**src/rtl/pgstk_pkg.sv**
```systemverilog
package pgstk_pkg;

  typedef enum logic [2:0] {
    OP_IDLE = 3'd0,
    OP_HOME = 3'd1,
    OP_POP  = 3'd2,
    OP_PUSH = 3'd3,
    OP_STEP = 3'd4
  } pg_op_e;

  // Flag priority: home, then pop, then select; plain retire counts down.
  function automatic pg_op_e decode_op(input logic vld, input logic home,
                                       input logic pop, input logic sel);
    if (!vld)      return OP_IDLE;
    else if (home) return OP_HOME;
    else if (pop)  return OP_POP;
    else if (sel)  return OP_PUSH;
    else           return OP_STEP;
  endfunction

endpackage

```
**src/rtl/pgstk_step.sv**
```systemverilog
module pgstk_step
  import pgstk_pkg::*;
#(
  parameter int SUB_W = 3,
  parameter int LEN_W = 4,
  parameter int DEPTH = 4
) (
  input  pg_op_e                           op,
  input  logic [DEPTH*(SUB_W+LEN_W)-1:0]   ent_q,
  input  logic [$clog2(DEPTH+1)-1:0]       depth_q,
  input  logic [SUB_W-1:0]                 sel_page,
  input  logic [LEN_W-1:0]                 sel_len,
  output logic [DEPTH*(SUB_W+LEN_W)-1:0]   ent_d,
  output logic [$clog2(DEPTH+1)-1:0]       depth_d,
  output logic                             ovf_set
);
  localparam int EW = SUB_W + LEN_W;
  localparam int DW = $clog2(DEPTH + 1);
  localparam logic [LEN_W-1:0] PERM = {LEN_W{1'b1}};

  int              top_idx;
  logic [LEN_W-1:0] top_len;

  always_comb begin
    top_idx = (depth_q == '0) ? 0 : int'(depth_q) - 1;
    top_len = (depth_q == '0) ? '0 : ent_q[top_idx*EW +: LEN_W];
  end

  always_comb begin
    ent_d   = ent_q;
    depth_d = depth_q;
    ovf_set = 1'b0;
    unique case (op)
      OP_HOME: depth_d = '0;
      OP_POP: begin
        if (depth_q != '0) depth_d = depth_q - DW'(1);
      end
      OP_PUSH: begin
        if (int'(depth_q) < DEPTH) begin
          ent_d[int'(depth_q)*EW +: EW] = {sel_page, sel_len};
          depth_d = depth_q + DW'(1);
        end else begin
          ovf_set = 1'b1;
        end
      end
      OP_STEP: begin
        if (depth_q != '0 && top_len != PERM) begin
          if (top_len <= LEN_W'(1)) depth_d = depth_q - DW'(1);
          else ent_d[top_idx*EW +: LEN_W] = top_len - LEN_W'(1);
        end
      end
      default: ;
    endcase
  end

endmodule

```
**src/rtl/pgstk_flush.sv**
```systemverilog
module pgstk_flush #(
  parameter int SUB_W = 3,
  parameter int LEN_W = 4,
  parameter int DEPTH = 4
) (
  input  logic [DEPTH*(SUB_W+LEN_W)-1:0] ent,
  input  logic [$clog2(DEPTH+1)-1:0]     depth_in,
  input  logic                           flush,
  output logic [$clog2(DEPTH+1)-1:0]     depth_out
);
  localparam int EW = SUB_W + LEN_W;
  localparam int DW = $clog2(DEPTH + 1);
  localparam logic [LEN_W-1:0] PERM = {LEN_W{1'b1}};

  logic [DW-1:0] keep;

  // Highest permanent live entry decides how much survives a branch.
  always_comb begin
    keep = '0;
    for (int i = 0; i < DEPTH; i++) begin
      if (i < int'(depth_in) && ent[i*EW +: LEN_W] == PERM) keep = DW'(i + 1);
    end
    depth_out = flush ? keep : depth_in;
  end

endmodule

```
**src/rtl/pgstk_view.sv**
```systemverilog
module pgstk_view #(
  parameter int SUB_W = 3,
  parameter int LEN_W = 4,
  parameter int DEPTH = 4
) (
  input  logic [DEPTH*(SUB_W+LEN_W)-1:0] ent,
  input  logic [$clog2(DEPTH+1)-1:0]     depth,
  output logic [DEPTH*(SUB_W+LEN_W)-1:0] image,
  output logic [SUB_W-1:0]               page,
  output logic [LEN_W-1:0]               top_len
);
  localparam int EW = SUB_W + LEN_W;

  for (genvar g = 0; g < DEPTH; g++) begin : g_slot
    assign image[g*EW +: EW] = (g < int'(depth)) ? ent[g*EW +: EW] : '0;
  end

  always_comb begin
    page    = '0;
    top_len = '0;
    for (int i = 0; i < DEPTH; i++) begin
      if (i == int'(depth) - 1) begin
        page    = ent[i*EW + LEN_W +: SUB_W];
        top_len = ent[i*EW +: LEN_W];
      end
    end
  end

endmodule

```
**src/rtl/page_stack_ctrl.sv**
```systemverilog
module page_stack_ctrl
  import pgstk_pkg::*;
#(
  parameter int SUB_W = 3,
  parameter int LEN_W = 4,
  parameter int DEPTH = 4
) (
  input  logic                           clk,
  input  logic                           rst_n,
  input  logic                           retire_vld,
  input  logic                           retire_sel,
  input  logic                           retire_home,
  input  logic                           retire_pop,
  input  logic [SUB_W-1:0]               sel_page,
  input  logic [LEN_W-1:0]               sel_len,
  input  logic                           branch_taken,
  output logic [SUB_W-1:0]               cur_page,
  output logic [$clog2(DEPTH+1)-1:0]     depth,
  output logic [DEPTH*(SUB_W+LEN_W)-1:0] csr_stack,
  output logic                           csr_ovf
);
  localparam int EW = SUB_W + LEN_W;
  localparam int DW = $clog2(DEPTH + 1);
  localparam logic [LEN_W-1:0] PERM = {LEN_W{1'b1}};

  logic [DEPTH*EW-1:0] ent_q, ent_d;
  logic [DW-1:0]       depth_q, depth_s, depth_d;
  logic                ovf_q, ovf_set;
  logic [LEN_W-1:0]    top_len;
  pg_op_e              op;

  assign op = decode_op(retire_vld, retire_home, retire_pop, retire_sel);

  pgstk_step #(.SUB_W(SUB_W), .LEN_W(LEN_W), .DEPTH(DEPTH)) u_step (
    .op(op), .ent_q(ent_q), .depth_q(depth_q),
    .sel_page(sel_page), .sel_len(sel_len),
    .ent_d(ent_d), .depth_d(depth_s), .ovf_set(ovf_set)
  );

  pgstk_flush #(.SUB_W(SUB_W), .LEN_W(LEN_W), .DEPTH(DEPTH)) u_flush (
    .ent(ent_d), .depth_in(depth_s), .flush(branch_taken), .depth_out(depth_d)
  );

  always_ff @(posedge clk or negedge rst_n) begin
    if (!rst_n) begin
      ent_q   <= '0;
      depth_q <= '0;
      ovf_q   <= 1'b0;
    end else begin
      ent_q   <= ent_d;
      depth_q <= depth_d;
      ovf_q   <= ovf_q | ovf_set;
    end
  end

  pgstk_view #(.SUB_W(SUB_W), .LEN_W(LEN_W), .DEPTH(DEPTH)) u_view (
    .ent(ent_q), .depth(depth_q), .image(csr_stack),
    .page(cur_page), .top_len(top_len)
  );

  assign depth   = depth_q;
  assign csr_ovf = ovf_q;

  p_depth_range_r2: assert property (@(posedge clk) disable iff (!rst_n)
    int'(depth) <= DEPTH);

  p_perm_hold_r3: assert property (@(posedge clk) disable iff (!rst_n)
    (op == OP_STEP && depth != '0 && top_len == PERM && !branch_taken)
    |=> ($stable(depth) && $stable(csr_stack)));

  p_branch_top_r5: assert property (@(posedge clk) disable iff (!rst_n)
    branch_taken |=> (depth == '0 || top_len == PERM));

  p_home_clear_r6: assert property (@(posedge clk) disable iff (!rst_n)
    (retire_vld && retire_home) |=> (depth == '0));

  p_pop_one_r7: assert property (@(posedge clk) disable iff (!rst_n)
    (op == OP_POP && depth != '0 && !branch_taken)
    |=> (int'(depth) == int'($past(depth)) - 1));

  p_full_push_r8: assert property (@(posedge clk) disable iff (!rst_n)
    (op == OP_PUSH && int'(depth) == DEPTH && !branch_taken)
    |=> ($stable(depth) && csr_ovf));

  p_ovf_sticky_r8: assert property (@(posedge clk) disable iff (!rst_n)
    csr_ovf |=> csr_ovf);

endmodule

```
**config.mk**
```make
export PLATFORM = sky130hd
export DESIGN_NAME = page_stack_ctrl
export DESIGN_NICKNAME = d
export VERILOG_FILES = /design/src/rtl/pgstk_pkg.sv /design/src/rtl/pgstk_step.sv /design/src/rtl/pgstk_flush.sv /design/src/rtl/pgstk_view.sv /design/src/rtl/page_stack_ctrl.sv
export SDC_FILE = /design/constraint.sdc
export NUM_CORES = 1
export LEC_CHECK = 0
export BUFFER_PORTS_ARGS = -buffer_cell sky130_fd_sc_hd__buf_2
export CAP_MARGIN = 20
export CORE_UTILIZATION = 55
export CTS_BUF_LIST = sky130_fd_sc_hd__clkbuf_8
export CTS_CLUSTER_DIAMETER = 120
export DETAILED_ROUTE_END_ITERATION = 16
export GPL_TIMING_DRIVEN = 0
export PLACE_DENSITY = 0.74
export SLEW_MARGIN = 5
export SYNTH_ARGS = -nofsm -noshare
export SYNTH_HDL_FRONTEND = slang
export SYNTH_HIERARCHICAL = 1
export SYNTH_SLANG_ARGS = --single-unit
```
**constraint.sdc**
```tcl
create_clock -name clk -period 12.4 [get_ports clk]
set_input_delay 0.62 -clock clk [delete_from_list [all_inputs] [get_ports clk]]
set_output_delay 0.62 -clock clk [all_outputs]
set_load 0.02 [all_outputs]
```
### Word-level counts from Yosys, hierarchy flattened

Index checks and enable logic that the tools add are counted.

* add/sub/neg operators: 6
* multiply operators: 2
* order comparisons: 10
* equality and inequality tests: 15
* shift-type cells: 5
* mux-type cells: 32
* bitwise gates (word level): 1
* reduce and logical (&&, ||, !) cells: 10

Operator list (count)
* 28-bit 2-to-1 mux: 3
* 32-bit negator with 33-bit output: 2
* 3-bit by 32-bit == test with 1-bit output, first input constant: 2
* 28-bit bitwise mux: 2
* 28-bit case mux with 2 select lines: 1
* 3-bit 2-to-1 mux: 14
* 4-bit by 33-bit variable shift with 28-bit output, first input constant: 1
* 7-bit by 33-bit variable shift with 28-bit output, first input constant: 1
* 4-bit by 33-bit indexed part select with 28-bit output: 1
* 7-bit by 33-bit indexed part select with 28-bit output: 1
* 2-bit by 32-bit == test with 1-bit output, first input constant: 1
* 32-bit zero test: 1
* 32-bit by 4-bit multiplier with 32-bit output, second input constant: 1
* 32-bit 2-to-1 mux: 1
* 28-bit by 32-bit indexed part select with 4-bit output: 1
* 7-bit 2-to-1 mux: 4
* 4-bit == test, second input constant: 4
* 1-bit by 3-bit less-than comparator with 1-bit output, first input constant: 4
* 2-bit by 3-bit less-than comparator with 1-bit output, first input constant: 4
* 3-bit case mux with 4 select lines: 1
* 3-bit by 2-bit == test with 1-bit output, second input constant: 2
* 3-bit by 3-bit multiplier with 6-bit output, second input constant: 1
* 1-bit logical AND: 5
* 4-bit by 1-bit <= comparator with 1-bit output, second input constant: 1
* 18 further kinds: 22

* register bits after elaboration: 32
* input port bits: 14
* output and inout bits: 35
* logic and storage cells: 85

### Logic depth before layout (Yosys ltp)

* word-level depth: 18
* gate-level depth with buffers: 37

### Hierarchy

The synthesis kept the hierarchy.

Modules (own cells, without submodules)
* pgstk_step: instances 1, cells each 657, area an instance 4410.5 um2, seq. area each 0.0 um2
* page_stack_ctrl: instances 1, cells each 39, area an instance 847.1 um2, seq. area each 800.8 um2
* pgstk_view: instances 1, cells each 70, area an instance 514.2 um2, seq. area each 0.0 um2
* pgstk_flush: instances 1, cells each 19, area an instance 118.9 um2, seq. area each 0.0 um2

### Worst setup path after synthesis

No wires, ideal clock.

* kind: flip-flop to flip-flop
* start point: register depth_q[0] (netlist: depth[0])
* end point: register depth_q[0] (netlist: depth[0])
* library setup time: 95 ps
* data arrival time: 7675 ps
* slack: 4630 ps
* cell stages (with the launch flop): 34
* period minus slack after synthesis: 7770 ps
* path through: dfrtp_1 -> inv_1 -> ha_1 -> ha_1 -> buf_2 -> nor4_4 -> ha_1 -> xnor2_1 -> xnor2_1 -> ha_1 -> clkbuf_1 -> a21oi_1 -> and2_1 -> a21oi_1 -> o21bai_1 -> ha_1 -> clkbuf_1 -> and3_1 -> clkbuf_1 -> nand4_1 -> a211oi_1 -> a221o_1 -> or3_1 -> or3_1 -> a21o_1 -> nor4b_4 -> buf_4 -> nand3_1 -> o211ai_1 -> o211ai_1 -> nand4_1 -> nor2_1 -> a2bb2oi_1 -> o32ai_2

RTL lines
* from (decl): RTL line page_stack_ctrl.sv:27 `logic [DW-1:0] depth_q, depth_s, depth_d;`
* from (signal assigned): RTL line page_stack_ctrl.sv:51 `depth_q <= depth_d;`
* 3-bit by 1-bit subtractor with 4-bit output or 3-bit zero test (tied branches): RTL line pgstk_step.sv:25, pgstk_step.sv:26
* 32-bit 2-to-1 mux: RTL line pgstk_step.sv:25 `top_idx = (depth_q == '0) ? 0 : int'(depth_q) - 1;`
* 32-bit by 4-bit multiplier with 32-bit output: RTL line pgstk_step.sv:26, pgstk_step.sv:49
* 28-bit by 32-bit indexed part select with 4-bit output: RTL line pgstk_step.sv:26 `top_len = (depth_q == '0) ? '0 : ent_q[top_idx*EW +: LEN_W];`
* 4-bit 2-to-1 mux: RTL line pgstk_step.sv:26
* 4-bit by 1-bit subtractor with 4-bit output: RTL line pgstk_step.sv:49 `else ent_d[top_idx*EW +: LEN_W] = top_len - LEN_W'(1);`
* 4-bit by 33-bit indexed part select with 28-bit output: RTL line pgstk_step.sv:49
* 28-bit bitwise mux: RTL line pgstk_step.sv:49
* [... 2 more ...]
* 28-bit case mux with 2 select lines (*): RTL line pgstk_step.sv:33 `unique case (op)`
* net ent_d[8]: RTL line page_stack_ctrl.sv:26 `logic [DEPTH*EW-1:0] ent_q, ent_d;`
* 4-bit == test (*): RTL line pgstk_flush.sv:21 `if (i < int'(depth_in) && ent[i*EW +: LEN_W] == PERM) keep = DW'(i + 1);`
* 1-bit logical AND (*): RTL line pgstk_flush.sv:21
* 2-bit 2-to-1 mux (*) (2 in series): RTL line pgstk_flush.sv:21
* 3-bit 2-to-1 mux (*): RTL line pgstk_flush.sv:21
* 3-bit 2-to-1 mux (*): RTL line pgstk_flush.sv:23 `depth_out = flush ? keep : depth_in;`
* net depth_d[0]: RTL line page_stack_ctrl.sv:27

Mark *: on every way through the listed nets, which the timed path passes. The rest lies on a longest branch. The select of a mux whose other input is x is not followed.
A chain may end at the register's enable or synchronous reset.

### Worst setup path in the final report

* start point: register depth_q[0] (netlist: depth[0])
* end point: register depth_q[0] (netlist: depth[0])

RTL lines (RTL line)
* 3-bit by 1-bit subtractor with 4-bit output or 3-bit zero test (tied branches): pgstk_step.sv:25, pgstk_step.sv:26
* 32-bit 2-to-1 mux: pgstk_step.sv:25
* 32-bit by 4-bit multiplier with 32-bit output: pgstk_step.sv:26, pgstk_step.sv:49
* 28-bit by 32-bit indexed part select with 4-bit output: pgstk_step.sv:26
* 4-bit 2-to-1 mux: pgstk_step.sv:26
* 4-bit by 1-bit subtractor with 4-bit output: pgstk_step.sv:49
* 4-bit by 33-bit indexed part select with 28-bit output: pgstk_step.sv:49
* 28-bit bitwise mux: pgstk_step.sv:49
* [... 2 more ...]
* 28-bit case mux with 2 select lines (*): pgstk_step.sv:33
* net ent_d[17]: page_stack_ctrl.sv:26
* 4-bit == test (*): pgstk_flush.sv:21
* 1-bit logical AND (*): pgstk_flush.sv:21
* 2-bit 2-to-1 mux (*): pgstk_flush.sv:21
* 3-bit 2-to-1 mux (*): pgstk_flush.sv:21
* 3-bit 2-to-1 mux (*): pgstk_flush.sv:23
* net depth_d[0]: page_stack_ctrl.sv:27

Marked as above.

==> run metrics <==
Post-DP Area=6180 sq um; RSZ-0062 raised after global routing=no; Chip Height=around 100 um; drt drc=0; synth warn=6; drt pass-1 iters=6; nets=868; clock-pin slew on the worst setup and hold paths=0.08 ns; DP HPWL=around 18 mm; Period Utilization, post-route=0.784; fin. max-slew vios=0; Util after Layout=0.616; htree depth=2; critical path arrival=between 9 and 10 ns; Cells after Synth=roughly 770; final setup fails=0; first-pass GRT wire length=between 30 and 40 mm; synthesis-to-finish area growth=9.38%; vias in the first global route=6,625; Reg2Reg Depth=31; # IOs=49; status=finished, final reports clean; total track usage=0.424; placed cells=roughly 950; layout cells sized above 1=0.136; CP endpoint kind=register; die width=~100 um; Max IR drop VDD=approximately 130 uV; Die Footprint=roughly 11,000 sq um; CTS resizes=0; per-cell routed wire length=about 24 um; PortBufs=48; Final ANT Viol Nets=0; crit path kind=register to register; Worst path slowest cell=nor4_4; clk root buf=clkbuf_8; CP Max Fanout=16; Slew @ Worst Pin=1.12 ns; initial antenna violation count=0; pin count of the biggest net entering global routing=33; Inserted Clock Buffers=5; relative slew slack=0.247; Tmin final=9.72 ns; clk sink count=32; P per Cell Area=110 nW/um^2; Non-Filler Instances=~960; final WL=23.4 mm; Mapped Area=5770 sq um; via count=just over 7,000; Post-Syn Nets=812; Fin Setup TNS=0 ns; skew final=between 0.009 and 0.01 ns; Avg Cell Area, Syn=7.50 sq um; design area=around 6300 sq um; DR vias/cell=7.37; CP Data Required Time=12.61 ns; clk_lat worst skew=about 0.30 ns; LEAKAGE=approximately 2.5 nW; CTS tree=yes; GPL Wtd Cong=1.03; CTS Hold Bufs=0; CORE AREA=roughly 10,000 sq um; Setup crit start kind=register; slowest stage delay, CP=between 0.8 and 0.9 ns; R2R Setup Slk=approximately 2.7 ns; CTS Buffer Depth=2; Initial Utilization=0.564; origin of the critical flop-to-flop path=depth[0]$_DFF_PN0_; Iteration-0 DRC Markers=approximately 840; cell mode on critical path=ha_1; fillers=939; Final Hold Viols=0; Rows=37; grt ovf=0; Post-CTS Setup Bufs=0; Max Fclk=between 100 and 150 MHz; type of the worst min-delay path=primary input to asynchronous set/reset pin; # Max-Cap Violations=0; r2r endpoint=depth[0]$_DFF_PN0_; n_diodes=0
==> critical path: cells and delay by family, from the launching register on <==
family / cells / cell delay (ns)
AND/OR/NAND/NOR: 11 / 3.99
XOR/XNOR: 2 / 0.31
adder cells (fa/ha/maj): 5 / 1.50
flip-flops: 1 / 0.74
AO/OA/AOI/OAI: 8 / 1.93
buffers and inverters: 5 / 1.16
==> per-stage QoR <==
step	total power, mW	hold slack [ns]	setup WS (ns)
after floorplan	0.446	0.324	4.63
after global placement	0.560	0.449	3.07
after detailed placement	0.565	0.474	2.97
after CTS	0.670	0.394	2.92
after global routing	0.722	0.432	2.26
final	0.691	0.381	2.68
==> worst max path at each step <==
stage / slack [ns] / endpoint / cells past startpoint / from
final: 2.68 / depth[0]$_DFF_PN0_ / 31 / depth[0]$_DFF_PN0_
after global routing: 2.26 / depth[0]$_DFF_PN0_ / 32 / depth[0]$_DFF_PN0_
after CTS: 2.92 / depth[0]$_DFF_PN0_ / 32 / depth[0]$_DFF_PN0_
after detailed placement: 2.97 / depth[0]$_DFF_PN0_ / 32 / depth[0]$_DFF_PN0_
after global placement: 3.07 / depth[0]$_DFF_PN0_ / 32 / depth[0]$_DFF_PN0_
after floorplan: 4.63 / depth[0]$_DFF_PN0_ / 33 / depth[0]$_DFF_PN0_
==> cell type report <==
class,count,area (sq um),share of cell area
buffer,51,235,0.0373
clock buffer,5,68.8,0.0109
clock inverter,3,42.5,0.00675
inverter,27,101,0.0161
multi-input combinational,659,4630,0.735
sequential,32,801,0.127
tap,136,170,0.0270
timing repair buffer,49,253,0.0401
==> power by group <==
part           total, mW  switching (mW)  internal (mW)
combinational      0.448           0.292          0.156
clock              0.104          0.0450         0.0594
sequential         0.139          0.0247          0.114
total              0.691           0.362          0.330
==> placed cells by master, fill, tap and decap left out, types with 6 or more instances in the layout <==
cell type	instances
mux4_2	16
mux2i_1	27
nor4_1	9
o21ai_1	12
o22ai_1	7
inv_1	26
nand3_1	54
nor3_1	30
a21oi_1	20
nor2b_1	21
and2_1	17
o21ai_0	30
nand2_1	83
nand4_1	24
a31oi_1	23
nor2_1	55
clkbuf_1	34
dfrtp_1	32
a22oi_1	9
and3_1	7
o211ai_1	18
or2_2	6
buf_2	53
a221oi_1	6
ha_1	27
o311ai_1	9
a211oi_1	7
nor3b_1	12
or3_1	7
xnor2_1	19
o31ai_1	9
==> routing by layer <==
layer  up-vias  routed length [um]  track usage
met3       114                2730       0.0902
met2       582               10400        0.670
met5         -                   0            0
met1      3330                8820        0.529
met4         0                1390        0.252
li1       3066                   -            -
==> sequential cells by signal (all words and copies together), names as in the netlist <==
name     count
csr_ovf      1
depth        3
ent_q       28
Power figures use the tool's default switching activity.
